[src/rtl/scd_pkg.sv]
// Shared types for the slow serial control packet decoder.
package scd_pkg;

    // Framer state: waiting for a packet start, or collecting packet samples.
    typedef enum logic [0:0] {
        FR_IDLE = 1'b0,
        FR_RECV = 1'b1
    } fr_state_t;

endpackage

[src/rtl/scd_tick_gen.sv]
// Sample-strobe generator.
// Gives a one-cycle strobe on every DIV-th clock. The phase is fixed by reset,
// and the first strobe comes on the DIV-th edge after reset is released.
// Assumes DIV >= 2.
module scd_tick_gen #(
    parameter int DIV = 8
) (
    input  logic clk,
    input  logic rst_n,
    output logic tick
);
    localparam int CW = $clog2(DIV);

    logic [CW-1:0] div_cnt;

    assign tick = (div_cnt == CW'(DIV - 1));

    // Free-running divide-by-DIV counter.
    always_ff @(posedge clk) begin
        if (!rst_n) begin
            div_cnt <= '0;
        end else if (tick) begin
            div_cnt <= '0;
        end else begin
            div_cnt <= div_cnt + 1'b1;
        end
    end
endmodule

[src/rtl/scd_framer.sv]
// Packet framer.
// Looks for a rising edge that comes after at least GAP zero samples, then takes
// PKT_LEN samples. It checks the first HDR_LEN samples against HDR_CODE (MSB
// first) and captures the two flag bits that follow the header.
// Assumes HDR_LEN + 2 < PKT_LEN and that HDR_CODE has a 1 in its MSB.
// When enable is low, the framer is held idle with the line treated as high.
module scd_framer
    import scd_pkg::*;
#(
    parameter int                 PKT_LEN  = 11,
    parameter int                 HDR_LEN  = 3,
    parameter logic [HDR_LEN-1:0] HDR_CODE = 3'b100,
    parameter int                 GAP      = 4
) (
    input  logic clk,
    input  logic rst_n,
    input  logic tick,
    input  logic enable,
    input  logic ser_in,
    output logic pkt_done,
    output logic pkt_good,
    output logic bit_a,
    output logic bit_b,
    output logic early_edge
);
    localparam int IDX_W = $clog2(PKT_LEN);
    localparam int GAP_W = $clog2(GAP + 1);
    localparam int A_POS = HDR_LEN;
    localparam int B_POS = HDR_LEN + 1;

    fr_state_t        state;
    logic [IDX_W-1:0] idx;
    logic [GAP_W-1:0] zero_run;
    logic             prev;
    logic             hdr_bad;
    logic             cap_a;
    logic             cap_b;
    logic             hdr_mis;
    logic             rise;
    logic             gap_ok;
    logic             last_bit;

    assign rise     = ser_in & ~prev;
    assign gap_ok   = (zero_run >= GAP_W'(GAP));
    assign last_bit = (state == FR_RECV) && (idx == IDX_W'(PKT_LEN - 1));

    // Flags a header sample that does not match the expected code.
    always_comb begin
        hdr_mis = 1'b0;
        for (int i = 0; i < HDR_LEN; i++) begin
            if (state == FR_RECV && idx == IDX_W'(i) && ser_in != HDR_CODE[HDR_LEN-1-i]) begin
                hdr_mis = 1'b1;
            end
        end
    end

    assign pkt_done   = tick & enable & last_bit;
    assign pkt_good   = ~(hdr_bad | hdr_mis);
    assign bit_a      = cap_a;
    assign bit_b      = cap_b;
    assign early_edge = tick & enable & (state == FR_IDLE) & rise & ~gap_ok;

    // Framing state machine, advanced once per sample strobe.
    always_ff @(posedge clk) begin
        if (!rst_n || !enable) begin
            state    <= FR_IDLE;
            idx      <= '0;
            zero_run <= '0;
            prev     <= 1'b1;
            hdr_bad  <= 1'b0;
            cap_a    <= 1'b0;
            cap_b    <= 1'b0;
        end else if (tick) begin
            case (state)
                FR_IDLE: begin
                    prev <= ser_in;
                    if (ser_in) begin
                        zero_run <= '0;
                    end else if (!gap_ok) begin
                        zero_run <= zero_run + 1'b1;
                    end
                    if (rise && gap_ok) begin
                        state   <= FR_RECV;
                        idx     <= IDX_W'(1);
                        hdr_bad <= 1'b0;
                    end
                end
                default: begin
                    if (hdr_mis) begin
                        hdr_bad <= 1'b1;
                    end
                    if (idx == IDX_W'(A_POS)) begin
                        cap_a <= ser_in;
                    end
                    if (idx == IDX_W'(B_POS)) begin
                        cap_b <= ser_in;
                    end
                    if (last_bit) begin
                        state    <= FR_IDLE;
                        idx      <= '0;
                        zero_run <= '0;
                        prev     <= ser_in;
                    end else begin
                        idx <= idx + 1'b1;
                    end
                end
            endcase
        end
    end
endmodule

[src/rtl/scd_err_counter.sv]
// Saturating error counter.
// Adds one on each cycle where inc is high, and stops at all-ones.
module scd_err_counter #(
    parameter int CNT_W = 8
) (
    input  logic             clk,
    input  logic             rst_n,
    input  logic             inc,
    output logic [CNT_W-1:0] count
);
    // Counts up until the count is all ones.
    always_ff @(posedge clk) begin
        if (!rst_n) begin
            count <= '0;
        end else if (inc && count != '1) begin
            count <= count + 1'b1;
        end
    end
endmodule

[src/rtl/serial_ctl_decoder.sv]
// Slow serial control packet decoder (top).
// Samples a line that changes at 1/DIV of the clock rate. In packet mode it
// sets two flags from framed packets. In direct mode it copies each sample to
// the "no data out" flag. It counts bad headers and early edges.
// Assumes that ser_in is already synchronous to clk.
module serial_ctl_decoder #(
    parameter int DIV     = 8,
    parameter int PKT_LEN = 11,
    parameter int GAP     = 4,
    parameter int CNT_W   = 8
) (
    input  logic             clk,
    input  logic             rst_n,
    input  logic             pkt_mode,
    input  logic             ser_in,
    output logic             no_in_flag,
    output logic             no_out_flag,
    output logic [CNT_W-1:0] bad_pkt_cnt
);
    logic tick;
    logic pkt_done;
    logic pkt_good;
    logic bit_a;
    logic bit_b;
    logic early_edge;
    logic err_inc;

    scd_tick_gen #(.DIV(DIV)) u_tick (
        .clk  (clk),
        .rst_n(rst_n),
        .tick (tick)
    );

    scd_framer #(
        .PKT_LEN (PKT_LEN),
        .HDR_LEN (3),
        .HDR_CODE(3'b100),
        .GAP     (GAP)
    ) u_framer (
        .clk       (clk),
        .rst_n     (rst_n),
        .tick      (tick),
        .enable    (pkt_mode),
        .ser_in    (ser_in),
        .pkt_done  (pkt_done),
        .pkt_good  (pkt_good),
        .bit_a     (bit_a),
        .bit_b     (bit_b),
        .early_edge(early_edge)
    );

    assign err_inc = early_edge | (pkt_done & ~pkt_good);

    scd_err_counter #(.CNT_W(CNT_W)) u_err (
        .clk  (clk),
        .rst_n(rst_n),
        .inc  (err_inc),
        .count(bad_pkt_cnt)
    );

    // Flag registers: set from the line in direct mode, or from a good packet.
    always_ff @(posedge clk) begin
        if (!rst_n) begin
            no_in_flag  <= 1'b0;
            no_out_flag <= 1'b0;
        end else if (tick) begin
            if (!pkt_mode) begin
                no_out_flag <= ser_in;
            end else if (pkt_done && pkt_good) begin
                no_in_flag  <= bit_a;
                no_out_flag <= bit_b;
            end
        end
    end
endmodule

[config.mk]
export PLATFORM = sky130hd
export DESIGN_NAME = serial_ctl_decoder
export DESIGN_NICKNAME = d
export VERILOG_FILES = /design/src/rtl/scd_pkg.sv /design/src/rtl/scd_tick_gen.sv /design/src/rtl/scd_framer.sv /design/src/rtl/scd_err_counter.sv /design/src/rtl/serial_ctl_decoder.sv
export SDC_FILE = /design/constraint.sdc
export NUM_CORES = 1
export LEC_CHECK = 0
export ABC_AREA = 1
export BUFFER_PORTS_ARGS = -buffer_cell sky130_fd_sc_hd__buf_2
export CORE_UTILIZATION = 42
export CTS_BUF_LIST = sky130_fd_sc_hd__clkbuf_16
export CTS_CLUSTER_SIZE = 40
export DETAILED_ROUTE_END_ITERATION = 10
export GPL_ROUTABILITY_DRIVEN = 0
export PLACE_DENSITY = 0.61
export RECOVER_POWER = 100
export SYNTH_ARGS = -nofsm -noshare
export SYNTH_HDL_FRONTEND = slang
export SYNTH_HIERARCHICAL = 1
export SYNTH_SLANG_ARGS = --single-unit
[constraint.sdc]
create_clock -name clk -period 4.4 [get_ports clk]
set_input_delay 0.66 -clock clk [delete_from_list [all_inputs] [get_ports clk]]
set_output_delay 0.66 -clock clk [all_outputs]
set_load 0.01 [all_outputs]
==> impl_results.md <==
- Status: complete, no violations
- CTS sink cnt: 25
- Syn avg cell area: ~6.6 um^2
- Peak supply drop: about 0.18 mV
- CP Data Arrival Time: 2740 ps
- Area of the multi-input gates: around 800 um^2
- Post-CTS Setup Bufs: 0
- Final worst path period share: 0.589
- Total gr overflow: 0
- FF-to-FF setup slack: about 1800 ps
- GR Util All Layers: 0.162
- H-tree levels: 1
- Setup crit start kind: flip-flop
- Antenna violation net count after detailed routing: 0
- Required @ worst endpoint: 4550 ps
- Final setup viols: 0
- Critical R2R Capture: u_err/count[3]$_SDFFE_PN0P_
- Die area: 3780 um^2
- Fin crit period: ~2600 ps
- Commonest non-fill, non-tap cells in the layout: nand2_1, nor2_1, inv_1
- Clock Latency Late Sink: between 200 and 300 ps
- Sequential area share after synthesis: 0.337
- Most common cell after layout, fill and taps aside: nand2_1
- Hold-fix buffers, CTS: 0
- Initial Util: 0.442
- Routed WL: 2750 um
- Post-CTS sizing: 0
- Rel. slew slack: 0.451
- Crit path buf inv count: 2
- Max frequency: a little under 400 MHz
- Setup TNS: 0 ps
- Hold_ws: 420 ps
- Drc violations: 0
- Hold Path End: u_tick/div_cnt[0]$_SDFF_PP0_
- Max Fanout on Critical Path: 14
- Synth area leaders: dfxtp_1, nand2_1, nor2_1
- Worst-margin pin slew: 822 ps
- Worst Hold Depth: 1
- Crit path max-delay cell type: o21bai_1
- Area leader, netlist: dfxtp_1
- Max-Cap Viols: 0
- Die Y: 61.5 um
- Slew Limit Fails: 0
- Io pins: 14
- Share of cells above drive strength 1: 0.0756
- Final Power: 0.000447 W
- Final HPWL from detailed placement: around 2100 um
- Reg-to-Reg Start: u_tick/div_cnt[0]$_SDFF_PP0_
- First-pass GRT wire length: ~4600 um
- Highest cell delay on the worst timing path: 650 ps
- Worst hold path type: flip-flop to flip-flop
- Initial antenna violation count: 0
- Synth warnings: 6
- Die width: 61.5 um
- Final number of hold-violating endpoints: 0
- Drt pass-1 iters: 4
- Worst path cell trace: ha_1 > ha_1 > nand2_1 > nor2_1 > inv_1 > o21bai_1 > inv_1 > nor2_1 > nand3_1 > nand2_1 > nor2_1
- Area grow syn2layout: 8.84%
- Critical Path Most Common Cell: nor2_1
- Vias/cell: 4.57
- RSZ-0062 raised after global routing: no
- CTS tree: done
- Port Buffers: 13
- Vias in the first global route: 1,071
- Top-area cell type share of the netlist area: 0.337
- Clk slew on worst S/H paths: 60 ps
- Initial DRC count: approximately 110
- Wire per inst: 9.69 um
- Cell Pwr Density: between 200 and 300 nW/um^2
- Worst path top cell family by delay: simple AND/OR/NAND/NOR gates
- Setup Skew: 3.48 ps
- Synthesized flop and latch total: 25
- FF-to-FF path depth: 11
- Mapped cell area: 1490 um^2
- Syn Nets: 238
- Layout fillers: 381
- Diode count: 0
- Maximum clock path buffer count: 2
- P_leak: between 0.6 and 0.7 nW
- Crit. End Element: flip-flop
- CTS root buf: clkbuf_16
- Rows: 21
- Core Area: 3360 um^2
- Synth cell types: 26
- Largest net degree at the start of global routing: 15
- Layout Nets: 252
- Vias: 1,298
- Kind of critical path: flip-flop to flip-flop
- Startpoint of the worst hold path: u_tick/div_cnt[0]$_SDFF_PP0_
- CTS buffer count: 3
- Sequential cell area: approximately 500 um^2
- Synthesized instance count: approximately 230
[flip-flops by register name, indices dropped and copies added (netlist names)]
| name | flops |
|---|---|
| no_out_flag | 1 |
| u_err/count | 8 |
| u_framer/idx | 4 |
| u_framer/zero_run | 3 |
| u_framer/state | 1 |
| no_in_flag | 1 |
| u_framer/hdr_bad | 1 |
| u_framer/bit_a | 1 |
| u_framer/bit_b | 1 |
| u_framer/prev | 1 |
| u_tick/div_cnt | 3 |
[kinds of logic (layout without fill, tap and decap cells)]
logic type                 after synthesis  count (layout)  share of synthesized area
adders and majority gates                9               9                     0.0758
DFF                                     25              25                      0.337
AOI/OAI and AO/OA                       18              18                     0.0673
buffers and inverters                   39              52                      0.118
and+or+nand+nor                        134             134                      0.402
[worst max path at each step]
stage	slack (ps)	cells after the start	to	from
2_1_floorplan	2460	13	u_err/count[3]$_SDFFE_PN0P_	u_tick/div_cnt[0]$_SDFF_PP0_
3_3_place_gp	1880	11	u_err/count[4]$_SDFFE_PN0P_	u_tick/div_cnt[0]$_SDFF_PP0_
3_5_place_dp	1820	11	u_err/count[3]$_SDFFE_PN0P_	u_tick/div_cnt[0]$_SDFF_PP0_
4_1_cts	1780	11	u_err/count[3]$_SDFFE_PN0P_	u_tick/div_cnt[0]$_SDFF_PP0_
5_1_grt	1510	11	u_err/count[3]$_SDFFE_PN0P_	u_tick/div_cnt[0]$_SDFF_PP0_
6_report	1810	11	u_err/count[3]$_SDFFE_PN0P_	u_tick/div_cnt[0]$_SDFF_PP0_
[per-layer routing]
| metal | wire length [um] | track usage |
|---|---|---|
| met1 | 1480 | 0.221 |
| met2 | 1150 | 0.260 |
| met3 | 90 | 0.0189 |
| met4 | 29 | 0.0667 |
| met5 | 0 | 0 |
[stage by stage]
| stage | cell area (um^2) | instances | setup WS, ps | util |
|---|---|---|---|---|
| 2_1_floorplan | 1490 | 225 | 2460 | - |
| 3_3_place_gp | 1570 | 280 | 1880 | 0.465 |
| 3_5_place_dp | 1570 | 280 | 1820 | 0.465 |
| 4_1_cts | 1650 | 284 | 1780 | 0.489 |
| 5_1_grt | 1620 | 284 | 1510 | 0.481 |
| 6_report | 1620 | 284 | 1810 | 0.481 |
[Yosys cell counts]
cell type  instances
nor2_2             3
nand2_1           61
ha_1               9
inv_1             32
buf_2              1
a21o_1             1
nor3_1             3
a21oi_1            9
o211ai_1           1
nor2_4             1
nand3b_1           2
nor2_1            33
buf_6              1
inv_2              3
or2_1              1
nand2_4            1
dfxtp_1           25
o21ai_0            5
nor2b_1            1
o21bai_1           2
buf_4              1
buf_12             1
nand3_2            2
nand3_1           17
nand4_1            4
nand2_2            5
[worst reg2reg max path: stages, from the launching register on]
cell and delay, ps:
dfxtp_1 330, ha_1 160, ha_1 480, nand2_1 150
nor2_1 200, inv_1 60, o21bai_1 650, inv_1 90
nor2_1 170, nand3_1 100, nand2_1 70, nor2_1 40
[where the power goes]
part | internal, W | switching [W] | total, W
logic | 0.00000555 | 0.0000117 | 0.0000172
clock network | 0.000122 | 0.0000776 | 0.000200
registers | 0.000229 | 0.000000829 | 0.000230
[final cells by class]
class | instances | share of cell area
clock buffer | 3 | 0.0464
sequential | 25 | 0.309
tap | 46 | 0.0356
inverter | 35 | 0.0812
timing repair buffer | 13 | 0.0325
clock inverter | 1 | 0.00309
multi-input combinational | 161 | 0.492
No activity file was read; power rests on OpenSTA's default activity.
